<file path="src/rtl/modtmr_pkg.sv">
`timescale 1ns/1ps
package modtmr_pkg;
    localparam int BUS_W = 8;
    localparam int ADDR_W = 3;

    localparam logic [ADDR_W-1:0] A_CTRL = 3'd0;
    localparam logic [ADDR_W-1:0] A_CNTH = 3'd1;
    localparam logic [ADDR_W-1:0] A_CNTL = 3'd2;
    localparam logic [ADDR_W-1:0] A_MODH = 3'd3;
    localparam logic [ADDR_W-1:0] A_MODL = 3'd4;

    localparam int B_FLAG = 7;
    localparam int B_IE   = 6;
    localparam int B_HALT = 5;
    localparam int B_CLR  = 4;
endpackage

</file>
<file path="src/rtl/modtmr_presc.sv">
`timescale 1ns/1ps
module modtmr_presc #(
    parameter int PS_W   = 3,
    parameter int SYNC_N = 2
) (
    input  logic            clk,
    input  logic            rst_n,
    input  logic            run_i,
    input  logic            clr_i,
    input  logic [PS_W-1:0] sel_i,
    input  logic            ext_i,
    output logic            tick_o
);
    localparam int DIV_W = (1 << PS_W) - 2;
    localparam logic [PS_W-1:0] EXT_SEL = {PS_W{1'b1}};

    typedef struct packed {
        logic [DIV_W-1:0]  div;
        logic [SYNC_N-1:0] sync;
        logic              ext_prev;
    } presc_t;

    presc_t st_q, st_d;
    logic [DIV_W-1:0] mask;
    logic int_tick, ext_rise;

    always_comb begin
        mask     = DIV_W'((DIV_W+1)'(1) << sel_i) - DIV_W'(1);
        int_tick = run_i && ((st_q.div & mask) == mask);
        ext_rise = st_q.sync[SYNC_N-1] && !st_q.ext_prev;
        tick_o   = (sel_i == EXT_SEL) ? (run_i && ext_rise) : int_tick;

        st_d          = st_q;
        st_d.sync     = {st_q.sync[SYNC_N-2:0], ext_i};
        st_d.ext_prev = st_q.sync[SYNC_N-1];
        if (clr_i) begin
            st_d.div = '0;
        end else if (run_i) begin
            st_d.div = st_q.div + DIV_W'(1);
        end
    end

    always_ff @(posedge clk or negedge rst_n) begin
        if (!rst_n) begin
            st_q <= '0;
        end else begin
            st_q <= st_d;
        end
    end

    // a halted timer produces no ticks
    p_no_tick_halted_r7: assert property (@(posedge clk) disable iff (!rst_n)
        !run_i |-> !tick_o);
    // select 0 ticks on every running clock
    p_div_one_r3: assert property (@(posedge clk) disable iff (!rst_n)
        (run_i && sel_i == '0) |-> tick_o);
endmodule

</file>
<file path="src/rtl/modtmr_count.sv">
`timescale 1ns/1ps
module modtmr_count #(
    parameter int CNT_W = 16
) (
    input  logic             clk,
    input  logic             rst_n,
    input  logic             tick_i,
    input  logic             clr_i,
    input  logic [CNT_W-1:0] mod_i,
    output logic [CNT_W-1:0] count_o,
    output logic             wrap_o
);
    typedef struct packed {
        logic [CNT_W-1:0] cnt;
    } cnt_t;

    cnt_t st_q, st_d;

    always_comb begin
        wrap_o = tick_i && !clr_i && (st_q.cnt == mod_i);
        st_d   = st_q;
        if (clr_i) begin
            st_d.cnt = '0;
        end else if (wrap_o) begin
            st_d.cnt = '0;
        end else if (tick_i) begin
            st_d.cnt = st_q.cnt + CNT_W'(1);
        end
        count_o = st_q.cnt;
    end

    always_ff @(posedge clk or negedge rst_n) begin
        if (!rst_n) begin
            st_q <= '0;
        end else begin
            st_q <= st_d;
        end
    end

    // wrap returns the counter to zero
    p_wrap_zero_r3: assert property (@(posedge clk) disable iff (!rst_n)
        wrap_o |=> (count_o == '0));
    // an ordinary tick advances by one
    p_step_r3: assert property (@(posedge clk) disable iff (!rst_n)
        (tick_i && !clr_i && !wrap_o) |=> (count_o == $past(count_o) + CNT_W'(1)));
    // clear command zeroes the counter
    p_clear_r8: assert property (@(posedge clk) disable iff (!rst_n)
        clr_i |=> (count_o == '0));
    // no tick, no change
    p_hold_r7: assert property (@(posedge clk) disable iff (!rst_n)
        (!tick_i && !clr_i) |=> $stable(count_o));
endmodule

</file>
<file path="src/rtl/modtmr_regs.sv">
`timescale 1ns/1ps
module modtmr_regs
    import modtmr_pkg::*;
#(
    parameter int CNT_W = 16,
    parameter int PS_W  = 3
) (
    input  logic              clk,
    input  logic              rst_n,
    input  logic [ADDR_W-1:0] addr_i,
    input  logic              rd_i,
    input  logic              wr_i,
    input  logic [BUS_W-1:0]  wdata_i,
    output logic [BUS_W-1:0]  rdata_o,
    input  logic [CNT_W-1:0]  count_i,
    input  logic              wrap_i,
    output logic              run_o,
    output logic              clr_o,
    output logic [PS_W-1:0]   sel_o,
    output logic [CNT_W-1:0]  mod_o,
    output logic              irq_o
);
    typedef struct packed {
        logic             flag;
        logic             ie;
        logic             halt;
        logic [PS_W-1:0]  ps;
        logic             arm;
        logic [CNT_W-1:0] modv;
        logic [BUS_W-1:0] lat;
        logic             lat_vld;
    } regs_t;

    regs_t st_q, st_d;
    logic ctrl_rd, ctrl_wr;
    logic [BUS_W-1:0] rmux;
    wire unused_wbit = wdata_i[3];

    always_comb begin
        ctrl_rd = rd_i && (addr_i == A_CTRL);
        ctrl_wr = wr_i && (addr_i == A_CTRL);
        clr_o   = ctrl_wr && wdata_i[B_CLR];

        st_d = st_q;
        if (ctrl_rd && st_q.flag) begin
            st_d.arm = 1'b1;
        end
        if (ctrl_wr) begin
            st_d.ie   = wdata_i[B_IE];
            st_d.halt = wdata_i[B_HALT];
            st_d.ps   = wdata_i[PS_W-1:0];
            st_d.arm  = 1'b0;
            if (st_q.arm && !wdata_i[B_FLAG]) begin
                st_d.flag = 1'b0;
            end
        end
        if (wrap_i) begin
            st_d.flag = 1'b1;
            st_d.arm  = 1'b0;
        end
        if (wr_i && addr_i == A_MODH) begin
            st_d.modv[CNT_W-1:8] = wdata_i[CNT_W-9:0];
        end
        if (wr_i && addr_i == A_MODL) begin
            st_d.modv[7:0] = wdata_i;
        end
        if (rd_i && addr_i == A_CNTH) begin
            st_d.lat     = count_i[7:0];
            st_d.lat_vld = 1'b1;
        end
        if (rd_i && addr_i == A_CNTL) begin
            st_d.lat_vld = 1'b0;
        end

        case (addr_i)
            A_CTRL:  rmux = {st_q.flag, st_q.ie, st_q.halt, 2'b00, st_q.ps};
            A_CNTH:  rmux = BUS_W'(count_i >> 8);
            A_CNTL:  rmux = st_q.lat_vld ? st_q.lat : count_i[7:0];
            A_MODH:  rmux = BUS_W'(st_q.modv >> 8);
            A_MODL:  rmux = st_q.modv[7:0];
            default: rmux = '0;
        endcase
        rdata_o = rd_i ? rmux : '0;

        run_o = !st_q.halt;
        sel_o = st_q.ps;
        mod_o = st_q.modv;
        irq_o = st_q.flag && st_q.ie;
    end

    always_ff @(posedge clk or negedge rst_n) begin
        if (!rst_n) begin
            st_q      <= '0;
            st_q.halt <= 1'b1;
            st_q.modv <= '1;
        end else begin
            st_q <= st_d;
        end
    end

    // a wrap always leaves the flag set
    p_flag_set_r4: assert property (@(posedge clk) disable iff (!rst_n)
        wrap_i |=> st_q.flag);
    // the flag rises only because of a wrap
    p_flag_cause_r4: assert property (@(posedge clk) disable iff (!rst_n)
        $rose(st_q.flag) |-> $past(wrap_i));
    // without an arming read the flag cannot drop
    p_keep_unarmed_r5: assert property (@(posedge clk) disable iff (!rst_n)
        (st_q.flag && !st_q.arm) |=> st_q.flag);
    // a wrap voids any pending handshake
    p_wrap_disarms_r6: assert property (@(posedge clk) disable iff (!rst_n)
        wrap_i |=> !st_q.arm);
endmodule

</file>
<file path="src/rtl/modtmr_top.sv">
`timescale 1ns/1ps
module modtmr_top
    import modtmr_pkg::*;
#(
    parameter int CNT_W  = 16,
    parameter int PS_W   = 3,
    parameter int SYNC_N = 2
) (
    input  logic              clk,
    input  logic              rst_n,
    input  logic [ADDR_W-1:0] addr_i,
    input  logic              rd_i,
    input  logic              wr_i,
    input  logic [BUS_W-1:0]  wdata_i,
    output logic [BUS_W-1:0]  rdata_o,
    input  logic              ext_clk_i,
    output logic              irq_o
);
    logic [CNT_W-1:0] count, modv;
    logic [PS_W-1:0]  sel;
    logic wrap, run, clr, tick;

    modtmr_regs #(.CNT_W(CNT_W), .PS_W(PS_W)) u_regs (
        .clk(clk), .rst_n(rst_n), .addr_i(addr_i), .rd_i(rd_i), .wr_i(wr_i),
        .wdata_i(wdata_i), .rdata_o(rdata_o), .count_i(count), .wrap_i(wrap),
        .run_o(run), .clr_o(clr), .sel_o(sel), .mod_o(modv), .irq_o(irq_o)
    );

    modtmr_presc #(.PS_W(PS_W), .SYNC_N(SYNC_N)) u_presc (
        .clk(clk), .rst_n(rst_n), .run_i(run), .clr_i(clr), .sel_i(sel),
        .ext_i(ext_clk_i), .tick_o(tick)
    );

    modtmr_count #(.CNT_W(CNT_W)) u_count (
        .clk(clk), .rst_n(rst_n), .tick_i(tick), .clr_i(clr), .mod_i(modv),
        .count_o(count), .wrap_o(wrap)
    );

    // request only while the flag is visible
    p_irq_needs_flag_r10: assert property (@(posedge clk) disable iff (!rst_n)
        $rose(irq_o) |-> ($past(wrap) || $past(wr_i)));
endmodule

</file>
<file path="config.mk">
export PLATFORM = sky130hd
export DESIGN_NAME = modtmr_top
export DESIGN_NICKNAME = d
export VERILOG_FILES = /design/src/rtl/modtmr_pkg.sv /design/src/rtl/modtmr_presc.sv /design/src/rtl/modtmr_count.sv /design/src/rtl/modtmr_regs.sv /design/src/rtl/modtmr_top.sv
export SDC_FILE = /design/constraint.sdc
export NUM_CORES = 1
export LEC_CHECK = 0
export ABC_AREA = 1
export BUFFER_PORTS_ARGS = -buffer_cell sky130_fd_sc_hd__buf_4
export CAP_MARGIN = 25
export CORE_UTILIZATION = 45
export DETAILED_ROUTE_END_ITERATION = 6
export RECOVER_POWER = 25
export SLEW_MARGIN = 20
export SYNTH_ARGS = -nofsm -noshare
export SYNTH_HDL_FRONTEND = slang
export SYNTH_HIERARCHICAL = 1
export SYNTH_SLANG_ARGS = --single-unit
</file>
<file path="constraint.sdc">
create_clock -name clk -period 2.2 [get_ports clk]
set_input_delay 0.11 -clock clk [delete_from_list [all_inputs] [get_ports clk]]
set_output_delay 0.11 -clock clk [all_outputs]
set_load 0.05 [all_outputs]
</file>
==> results list, run 1 <==
- Die area: around 8500 sq um
* Area contributors post-synth: sky130_fd_sc_hd__dfrtp_1 (27%), sky130_fd_sc_hd__nand2_1 (19%), sky130_fd_sc_hd__dfstp_2 (12%)
- Register bit total from synthesis: 57
- In this run the tightest slew margin relative to its limit is around 5.4%.
- Remaining number of nets flagged by the antenna check after routing: 0
- Worst slew pin tran: 1420 ps
- Across the run, the number of max-cap violations was 0.
- Once detailed placement completed, the half-perimeter wirelength came to ~6800 microns.
- Kind of critical path: flop to primary output
- Post-synthesis average cell area: 6.87 sq um
- Compared with the post-synthesis result, the final layout area differs by 9.93%.
- Across the VDD grid, the largest voltage drop is 478 uV.
* Clock latency reported for the late side of the worst-skew pair: roughly 350 ps
- The tightest min-delay check is of the input pin to flop type.
* Most instantiated library cell after synthesis: sky130_fd_sc_hd__nand2_1
- Cts bufs inserted: 9
- In this run, placement finished with an instance count of 637.
- Pin count of the biggest net entering global routing: 58
* Number of buffer and inverter instances along the worst setup path: 2
- DRT Pass-1 Iters: 5
- Counting along the longest clock path gives a buffer depth of 2.
- Quantity of I/O buffers inserted on ports: 24
- Setup repair after global routing left no endpoint under its margin.
- Antenna diode count: 0
- Non-filler instance count after layout: about 660
- Number of nets in the layout: around 570
* Library cells used by synthesis: 30
- Number of synthesis warnings: 6
* Worst path slowest cell: sky130_fd_sc_hd__dfrtp_1
- Net switching is approximately two fifths of the power.
- With fillers left out, the area of the finished cells amounts to a little over 4000 sq um.
- CORE AREA: about 8000 sq um
- Num rows: 32
- Destination of the worst register-to-register timing path: u_count/count_o[9]
- In this run the power density over the cells is roughly 900 nW/um^2.
- The post-route netlist has between 10% and 20% of its cells at a drive strength greater than 1.
* Count of H-tree levels built during CTS: 3
- Drt first-iter violations: about 200
- Dividing the detail-routed via count by the number of cells gives 5.02.
- Critical Path End Type: primary output
- Clock tree sinks: between 50 and 60
* Final count of pins violating max slew: 0
* Cell depth of the worst flop-to-flop path: 9
- The final critical path takes up a little over four fifths of the cycle.
* Vias in the first global route: about 3.1k
- DRC: 0
* Cell chain of the critical path: inv_1 -> nand2_1 -> nand2_1 -> nand2_1 -> nand2_1 -> nor2_1 -> nor2_1 -> buf_4
- The run finished with clean final reports.
* Number of synthesized flops with an enable pin: 0
* Async set-or-reset flop fraction in the synthesized netlist: 100%
- Setup violations remaining at the end of the flow were counted as 0.
* Maximum fanout along the worst path: 11
* Global-route total usage across every layer: a little under a quarter
- Share of total power in the clock network: between 20% and 30%
- On the critical path the largest part of the delay comes from flip-flops.
- Synthesis produced around 540 cells.
* Top FF cell, synth: sky130_fd_sc_hd__dfrtp_1
* Register clock-pin slew on the reported worst setup and hold paths: about 80 ps
- Overflow after GRT: 0
- Worst Path Required: 2090 ps
* End point of the critical path: rdata_o[0]
- RR Startpoint: u_regs/sel_o[0]
- By count the netlist is led by sky130_fd_sc_hd__nand2_1 (187), sky130_fd_sc_hd__inv_1 (56), sky130_fd_sc_hd__nor2_1 (56).
- In the final routed layout, each cell accounts on average for 14.1 microns.
* Worst setup startpoint: u_regs/st_q[0]
- Critical path depth: 8
- LEAKAGE: 2.04 nW
- Data on the critical path arrives at its endpoint at between 1500 and 2000 ps.
- CP Launch Type: flop
* Final RePlAce weighted congestion: ~0.84
- Share of total power in sequential cells: 43.0%
* First-pass GRT wire length: ~15000 microns
- Worst hold slack: between 30 and 40 ps
- Worst-case clock skew: around 11 ps
- The number of hold violations in the final report came to 0.
- Post-route minimum period: 1830 ps
* Area leader, netlist: sky130_fd_sc_hd__dfrtp_1
- Clock tree from TritonCTS: done
- Nets in the synthesized netlist: 554
* Die width: approximately 92 microns
- For flop-to-flop paths, the worst setup slack is around 380 ps.
* Wire length after detailed routing: between 9000 and 10000 microns
- Placed cell areas: ~3800 sq um
* Cell internal pwr: 2.23 mW
- CTS root buffer: sky130_fd_sc_hd__clkbuf_8
- In this run the power spent charging and discharging nets is 1.40 mW.
- Fraction of the yosys area taken by sequential cells: slightly below 40%
- In this run the post-CTS setup repair buffer count came out at 0.
- Total negative setup slack: 0 ps
* CP max stage delay: between 500 and 600 ps
* Area share of the largest cell type after synthesis: a little over a quarter
- In this run, the combinational gates consume around 30% of the power.
- The initial antenna violation count came to 0.
* I/O pin count: 25
* Max Fclk: approximately 0.54 GHz
- For this block, the via count after detailed routing is around 3.3k.
- In this run the cell area of the synthesized design comes to around 3700 sq um.
- Once the floorplan was initialized, standard cells occupied between 40% and 50% of the core.
- Cell seen most often among critical-path stages: sky130_fd_sc_hd__nand2_1
- Y dimension of the die: slightly above 90 microns
==> area by class of cell <==
class	count	area (sq um)
Fill cell	795	3760
Multi-Input combinational cell	379	1740
Sequential cell	57	1450
Timing Repair Buffer	37	282
Inverter	66	250
Tap cell	102	128
Clock buffer	9	124
Clock inverter	7	71.3
==> metal layers <==
layer	wire length (microns)	vias to the layer above	GRT usage, %
li1	-	1683	-
met1	4360	1525	31.8
met2	4280	73	38.9
met3	436	14	3.37
met4	207	0	10.3
met5	0	-	0
==> power groups by stage <==
stage	logic [mW]	registers (mW)	clock network [mW]
floorplan	0.912	1.48	0
global placement	1.05	1.58	0
detailed placement	1.08	1.58	0
CTS	1.09	1.56	1.01
global route	1.25	1.60	1.04
finish	1.08	1.56	0.986
==> registers in the layout, indices dropped and copies added, names as in the netlist <==
signal           cells
u_regs/mod_o        16
u_regs/st_q         13
u_regs/sel_o         3
u_count/count_o     16
u_presc/st_q         7
u_presc/st_d         2
==> how the worst min path moves through the flow <==
stage | from | to | slack, ps | cells past startpoint
floorplan | rst_n | u_count/count_o[0] | -190 | 0
global placement | rst_n | u_regs/st_q[3] | 220 | 1
detailed placement | rst_n | u_regs/st_q[3] | 220 | 1
CTS | wdata_i[7] | u_regs/mod_o[7] | 20 | 3
global route | wdata_i[7] | u_regs/mod_o[7] | 50 | 3
finish | wdata_i[7] | u_regs/mod_o[7] | 30 | 3
==> stage by stage <==
step | setup WS, ps | util (%) | power, mW
2_1_floorplan | 423 | - | 2.39
3_3_place_gp | 263 | 48.8 | 2.62
3_5_place_dp | 443 | 49.0 | 2.67
4_1_cts | 360 | 52.0 | 3.67
5_1_grt | 240 | 51.8 | 3.89
6_report | 365 | 51.8 | 3.63
==> worst reg2reg max path: cells and delay by family, from the launching register on <==
| kind | cells | cell delay [ps] |
|---|---|---|
| AO/OA/AOI/OAI | 2 | 150 |
| AND/OR/NAND/NOR | 6 | 950 |
| flip-flops | 1 | 420 |
| buffers and inverters | 1 | 220 |
==> cells in the final DEF, fill, tap and decap left out, drive strengths merged <==
cell,Yosys,routed
a21oi,4,4
a22oi,1,1
buf,31,29
bufinv,0,1
clkbuf,3,13
clkinv,1,4
clkinvlp,0,3
dfrtp,40,40
dfstp,17,17
dlygate4sd3,0,4
ha,2,2
inv,65,65
nand2,191,191
nand3,50,50
nand4,13,13
nor2,64,64
nor3,5,5
o21ai,36,36
o21ba,1,1
o21bai,1,1
xnor2,1,1
xor2,10,10
==> logic make-up after synthesis <==
family	share of synthesized area, %
DFF	39.3
xor gates and xnor gates	2.62
AOI/OAI and AO/OA	6.12
adders and majority gates	0.680
and+or+nand+nor	38.0
buffers and inverters	13.2
==> timing repair <==
action,4_1_cts,5_1_grt
endpoints found under the hold margin,44,0
hold buffers,4,0
gates resized for setup,0,0
Power figures use the tool's default switching activity.
==> run 2, diff against run 1 <==
==> constraint.sdc (replaced) <==
create_clock -name clk -period 1.7 [get_ports clk]
set_input_delay 0.085 -clock clk [delete_from_list [all_inputs] [get_ports clk]]
set_output_delay 0.085 -clock clk [all_outputs]
set_load 0.05 [all_outputs]
==> results list, run 2 (synthesis gave the netlist of run 1 again) <==
- Outcome: finished with violations
- The checks that failed: setup timing.
- Most frequent cells in the layout: sky130_fd_sc_hd__nand2_1 (181), sky130_fd_sc_hd__buf_4 (58), sky130_fd_sc_hd__inv_1 (52)
- The worst clock skew on the final layout was 7.29 ps (-3.89 ps).
* Dpl cells: 667 (+4.7%)
- Antenna violations before repair: 0 (unchanged)
- Overflow after GRT: 0 (unchanged)
- The number of violations of the max-capacitance limit came to 0 (unchanged).
* Antenna diode count: 0 (unchanged)
- CP Launch Type: flop
* Clock tree sinks: 57 (unchanged)
* Arrival time of the worst setup path: 1950 ps (+230 ps)
- The critical path in this run is classified as flop to flop.
- The clock-pin transition on the worst setup and hold timing paths was 70 ps (about the same).
- Max Fclk: 0.581 GHz
* Vias per cell: 5.09 (+1.5%)
- The via count of the first global-routing pass is 3137 (+2.2%).
- The die extent in y came to 92.4 microns (unchanged).
- The largest stage delay on the critical path is 580 ps (+40 ps).
- The final HPWL from detailed placement was 7280 microns (+6.6%).
- After layout, the minimum clock period comes to around 1700 ps.
- The cell family contributing the most delay on the critical path is simple AND/OR/NAND/NOR gates.
- The area of all placed cells without fillers is 4550 sq um (+12%).
* CTS root buffer: sky130_fd_sc_hd__clkbuf_8
* LEAKAGE: 2.27 nW (+11%)
- Post-layout util: 58.3% (+6.5 points)
- Cts bufs inserted: 9 (unchanged)
* Critical Path End Type: flop
- Worst slew pin tran: 739 ps (-680 ps)
- The clock insertion delay at the later pin of the skew report was 340 ps (about the same).
- The I/O pin count came to 25 (unchanged).
- Pin count of the biggest net entering global routing: 58 (unchanged)
- The number of hold violations in the final report came to 0 (unchanged).
- Worst path slowest cell: sky130_fd_sc_hd__dfstp_2
- Post-DR wirelength/cell: 14.6 microns (+3.2%)
- The total chip power was 5.45 mW (+50%).
- Total negative setup slack: -21.7 ps (-21.7 ps)
- Final count of pins violating max slew: 0 (unchanged)
* Wire length after detailed routing: 10100 microns (+8.8%)
- The number of routed nets with antenna violations came to 0 (unchanged).
* Final RePlAce weighted congestion: 0.841 (+0.66%)
- The area of the die is 8550 sq um (unchanged).
- The final critical-path setup slack is -21.7 ps (-387 ps).
* CORE AREA: 7810 sq um (unchanged)
* Hold WC Path Type: input pin to flop
* Most common cell after layout, fill and taps aside: sky130_fd_sc_hd__nand2_1
* Non-filler instance count after layout: 693 (+5.5%)
- DRC: 0 (unchanged)
- Dividing the final minimum period by the clock period gives 101%.
- The ratio of cells with drive above 1 in the final layout came to 28.8% (+12 points).
* Post-place setup slack: -258 ps (-702 ps)
- The total routing usage reported by global routing is 24.8% (+0.83 points).
* Drt first-iter violations: 257 (+30%)
- Maximum fanout along the worst path: 4 (-7)
- Maximum resistive drop on vdd: 786 uV (+64%)
- The buffer and inverter count on the worst path is 2 (unchanged).
- The H-tree depth is 3 (unchanged).
- Worst hold slack: 10.5 ps (-19.8 ps)
- Vias: 3527 (+7.0%)
- The data required time of the critical path came to 1930 ps (-160 ps).
* First-pass GRT wire length: 16100 microns (+4.6%)
- Max Root-Sink Buffers: 2 (unchanged)
- Unrepaired setup endpoints after global routing: true
- Total power divided by cell area: 1200 nW/um^2 (+33%)
- The number of buffers inserted by port buffering came to 24 (unchanged).
- The effective utilization at floorplan came to 47.1% (unchanged).
- Number of nets in the layout: 604 (+6.3%)
- The horizontal die dimension is 92.4 microns (unchanged).
* Placed cell areas: 4060 sq um (+6.3%)
* DRT Pass-1 Iters: 4 (-1)
* Num rows: 32 (unchanged)
* Clock tree from TritonCTS: done
- Final number of setup-violating endpoints: 1 (+1)
* P&R area growth vs syn: 23.7%
* Slew margin rel.: 50.7% (+45 points)
- By instance count, the cell type seen most on the critical path is sky130_fd_sc_hd__nand2_1.
* Cell chain of the critical path: inv_1 -> nand2_1 -> nand2_1 -> nor2_1 -> nand2_1 -> nor2_2 -> nand2_2 -> nor3_4 -> inv_2 -> nand2_2 -> o21ba_4
-- run 2: final timing paths --
kind,from,endpoint,slack [ps],cells after the start
min in group asynchronous,rst_n,u_regs/st_q[1],330,2
worst min register to register,u_presc/st_d[2],u_presc/st_d[0],360,0
max in group asynchronous,rst_n,u_count/count_o[5],840,2
worst max register to register,u_regs/mod_o[7],u_regs/st_q[25],-20,11
worst min-delay path,wdata_i[5],u_regs/mod_o[13],10,3
worst max-delay path,u_regs/mod_o[7],u_regs/st_q[25],-20,11
-- run 2: worst reg2reg max path, stage by stage, from the launching register on --
cell and delay (ps):
sky130_fd_sc_hd__dfstp_2 580, sky130_fd_sc_hd__inv_1 50, sky130_fd_sc_hd__nand2_1 70, sky130_fd_sc_hd__nand2_1 70, sky130_fd_sc_hd__nor2_1 100, sky130_fd_sc_hd__nand2_1 80, sky130_fd_sc_hd__nor2_2 90, sky130_fd_sc_hd__nand2_2 80
sky130_fd_sc_hd__nor3_4 220, sky130_fd_sc_hd__inv_2 60, sky130_fd_sc_hd__nand2_2 60, sky130_fd_sc_hd__o21ba_4 150
-- run 2: layout make-up --
type,count,area [sq um]
Tap cell,102,128
Timing Repair Buffer,73,618
Clock buffer,11,151
Fill cell,737,3260
Sequential cell,57,1460
Clock inverter,5,77.6
Inverter,66,253
Multi-Input combinational cell,379,1870
-- run 2: repair_timing --
item	4_1_cts	5_1_grt
pin swaps	0	26
setup buffers	0	5
gates resized for setup	12	41
setup endpoints to repair	25	26
gates cloned	0	1
hold endpoints to repair	44	0
hold buffers	4	0
-- run 2: report_power, final --
group          leakage (nW)  internal (mW)  switching [mW]
clock                 0.115          0.900           0.573
sequential            0.684           1.71           0.281
combinational          1.47          0.856            1.13
total                  2.27           3.46            1.98
-- run 2: per-layer routing --
metal / vias to the layer above / share of wire (%) / track usage [%]
met4: 0 / 1.7 / 9.90
met3: 12 / 5.0 / 3.94
met1: 1647 / 46 / 34.9
li1: 1765 / - / -
met5: - / 0 / 0
met2: 103 / 47 / 37.8
==> run 3, diff against run 2 <==
--- a/config.mk
+++ b/config.mk
@@ -11,6 +11,7 @@
 export CORE_UTILIZATION = 45
 export DETAILED_ROUTE_END_ITERATION = 6
 export RECOVER_POWER = 25
+export SKIP_LAST_GASP = 1
 export SLEW_MARGIN = 20
 export SYNTH_ARGS = -nofsm -noshare
 export SYNTH_HDL_FRONTEND = slang
==> results list, run 3 (synthesis gave the netlist of run 1 again) <==
- The initial antenna violation count was 0 (unchanged).
- The buffer and inverter count on the worst path came to 2 (unchanged).
- STA classifies the critical path startpoint as a flop.
- Vias in the first global route: 3141 (+0.13%)
- First-pass GRT wire length: 16100 microns (about the same)
* Drt first-iter violations: 264 (+2.7%)
- The number of hold violations in the final report was 0 (unchanged).
- The slew at the pin closest to its max-slew limit is 741 ps (+2.54 ps).
- Slew margin rel.: 50.6% (-0.17 points)
- Critical Path End Type: flop
- The final critical-path setup slack came to -22.2 ps (-0.466 ps).
* Final number of setup-violating endpoints: 1 (unchanged)
* Clock latency reported for the late side of the worst-skew pair: 340 ps (about the same)
- The number of detailed-routing iterations run before antenna repair is 5 (+1).
- Wire length after detailed routing: 10200 microns (+0.48%)
- Max Fclk: 0.581 GHz (about the same)
- Non-filler instance count after layout: 697 (+0.58%)
- Pin count of the biggest net entering global routing: 58 (unchanged)
- Final count of pins violating max slew: 0 (unchanged)
* Dpl cells: 667 (unchanged)
- The number of sinks driven by the clock tree came to 57 (unchanged).
* Post-DR wirelength/cell: 14.6 microns (-0.10%)
* Cell depth of the worst flop-to-flop path: 11 (unchanged)
- Traced cell by cell, the critical path runs through inv_1 -> nand2_1 -> nand2_1 -> nor2_1 -> nand2_1 -> nor2_2 -> nand2_2 -> nor3_4 -> inv_2 -> nand2_2 -> o21ba_4.
- Net Sw Frac: 36.3% (-0.073 points)
- The final net count is 608 (+0.66%).
* Share of final-layout standard cells stronger than drive strength 1: 29.9% (+1.2 points)
- The run finished, with violations left.
- Die width: 92.4 microns (unchanged)
* Cell internal pwr: 3.51 mW (+1.3%)
* Most common cell after layout, fill and taps aside: sky130_fd_sc_hd__nand2_1
* Post-route minimum period: 1720 ps (+0.466 ps)
* Most frequent cells in the layout: sky130_fd_sc_hd__nand2_1 (179), sky130_fd_sc_hd__buf_4 (61), sky130_fd_sc_hd__inv_1 (52)
- The minimum setup slack after placement was -258 ps (unchanged).
* Remaining number of nets flagged by the antenna check after routing: 0 (unchanged)
- Share of total power in the clock network: 26.7% (-0.3 points)
* LEAKAGE: 2.30 nW (+1.2%)
- Cell seen most often among critical-path stages: sky130_fd_sc_hd__nand2_1
- P&R area growth vs syn: 24.8%
- The power density over the cells came to 1200 nW/um^2 (+0.24%).
- The worst register-to-register path ends at u_regs/st_q[25].
- I/O pin count: 25 (unchanged)
* Count of H-tree levels built during CTS: 3 (unchanged)
- The arrival time at the worst endpoint was 1950 ps (about the same).
- The number of buffers inserted during clock tree synthesis was 9 (unchanged).
- Antenna diode count: 0 (unchanged)
- The routed via count divided by cell count came to 5.11 (+0.33%).
- Overflow after GRT: 0 (unchanged)
* Register clock-pin slew on the reported worst setup and hold paths: 70 ps (about the same)
- The logic depth of the worst setup path including buffers was 11 (unchanged).
* Max-cap check violation count: 0 (unchanged)
* RR Startpoint: u_regs/mod_o[7]
* Num rows: 32 (unchanged)
- The portion of the clock cycle consumed by the worst path in the final layout came to 101% (about the same).
* Initial core utilization: 47.1% (unchanged)
- The area of the core was 7810 sq um (unchanged).
- The total number of vias was 3559 (+0.91%).
- The weighted congestion at the end of routability-driven global placement was 0.841 (unchanged).
- CTS placed an instance of sky130_fd_sc_hd__clkbuf_8 at the clock tree root.
* Net switching power of the design: 2.00 mW (+1.0%)
- The storage element area was 1460 sq um (unchanged).
- The worst clock skew on the final layout was 6.86 ps (-0.424 ps).
- Worst path slowest cell: sky130_fd_sc_hd__dfstp_2
- The clock tree buffer depth came to 2 (unchanged).
- The checks that failed: setup timing.
- Kind of critical path: flop to flop
- The largest fanout of any net on the critical path is 4 (unchanged).
- The total negative slack came to -22.2 ps (-0.466 ps).
- Y dimension of the die: 92.4 microns (unchanged)
* Worst setup startpoint: u_regs/mod_o[7]
- Setup repair after global routing could not meet its margin everywhere.
- CP max stage delay: 570 ps (about the same)
* Maximum resistive drop on vdd: 786 uV (about the same)
- The area of the die is 8550 sq um (unchanged).
* Clock tree from TritonCTS: done
- Quantity of I/O buffers inserted on ports: 24 (unchanged)
- The area used by multi-input combinational logic came to 1880 sq um (+0.54%).
- The sequential cell fraction of total power is 36.1% (-0.4 points).
- DP HPWL: 7280 microns (unchanged)
- The total routing usage reported by global routing was 24.7% (about the same).
- The worst reg-to-reg setup slack is -20 ps (about the same).
- The kind of cell with the highest combined delay along the critical path is simple AND/OR/NAND/NOR gates.
* Worst Path Required: 1930 ps (about the same)
- The part of the total power dissipated in combinational logic came to 37.3% (+0.9 points).
- FILL cells: 731 (-0.81%)
* End point of the critical path: u_regs/st_q[25]
* Hold WC Path Type: input pin to flop
- The remaining design rule violation count was 0 (unchanged).
## run 3: changes by cell type in the layout (fill, tap and decap cells not counted)
cell and delta:
sky130_fd_sc_hd__nor2_2 +2, sky130_fd_sc_hd__buf_4 +3, sky130_fd_sc_hd__nand2_2 +2, sky130_fd_sc_hd__nand2_1 -2, sky130_fd_sc_hd__nor2_1 -2, sky130_fd_sc_hd__buf_6 +1
## run 3: power groups by stage
stage                     Combinational, mW  Sequential (mW)  Clock [mW]
final                                  2.05             1.99        1.47
after global routing                   2.26             2.02        1.56
after CTS                              1.75             1.98        1.49
after detailed placement               1.71             1.99           0
after global placement                 1.68             1.99           0
after floorplan                        1.18             1.92           0
## run 3: what timing repair did
action	CTS	global route
resized for setup	9	49
setup endpoints to repair	25	26
gates cloned	0	1
pin swaps	0	27
endpoints found under the hold margin	44	0
hold buffers	4	0
buffers inserted	0	9
## run 3: worst min-delay path: stages
cell and delay (ps):
sky130_fd_sc_hd__buf_4 100, sky130_fd_sc_hd__inv_1 80, sky130_fd_sc_hd__o21ai_1 80
## run 3: layer usage
layer	up-vias	track usage, %	part of all wire (%)
met2	130	37.8	47
met3	20	3.94	4.7
li1	1775	-	-
met4	0	9.90	2.1
met5	-	0	0
met1	1634	34.8	47
## run 3: worst min path at each step
stage	to	slack, ps	from	cells past startpoint
5_1_grt	u_regs/mod_o[14]	40	wdata_i[6]	3
4_1_cts	u_regs/mod_o[13]	20	wdata_i[5]	3
6_report	u_regs/mod_o[13]	20	wdata_i[5]	3
3_5_place_dp	u_regs/st_q[1]	200	rst_n	1
3_3_place_gp	u_regs/st_q[1]	190	rst_n	1
2_1_floorplan	u_count/count_o[0]	-210	rst_n	0
## run 3: layout make-up
cell class	instances	share of cell area (%)
Sequential cell	57	31.7
Inverter	66	5.50
Timing Repair Buffer	77	14.2
Clock inverter	5	1.69
Tap cell	102	2.78
Clock buffer	11	3.29
Multi-Input combinational cell	379	40.9
## run 3: through the flow
stage / util (%) / cell area (sq um) / power (mW) / hold WS (ps)
after floorplan: - / 3690 / 3.10 / -211
after global placement: 52.0 / 4060 / 3.67 / 189
after detailed placement: 52.0 / 4060 / 3.71 / 195
after CTS: 55.7 / 4350 / 5.23 / 16.8
after global routing: 58.9 / 4600 / 5.84 / 39.2
final: 58.9 / 4600 / 5.51 / 15.4
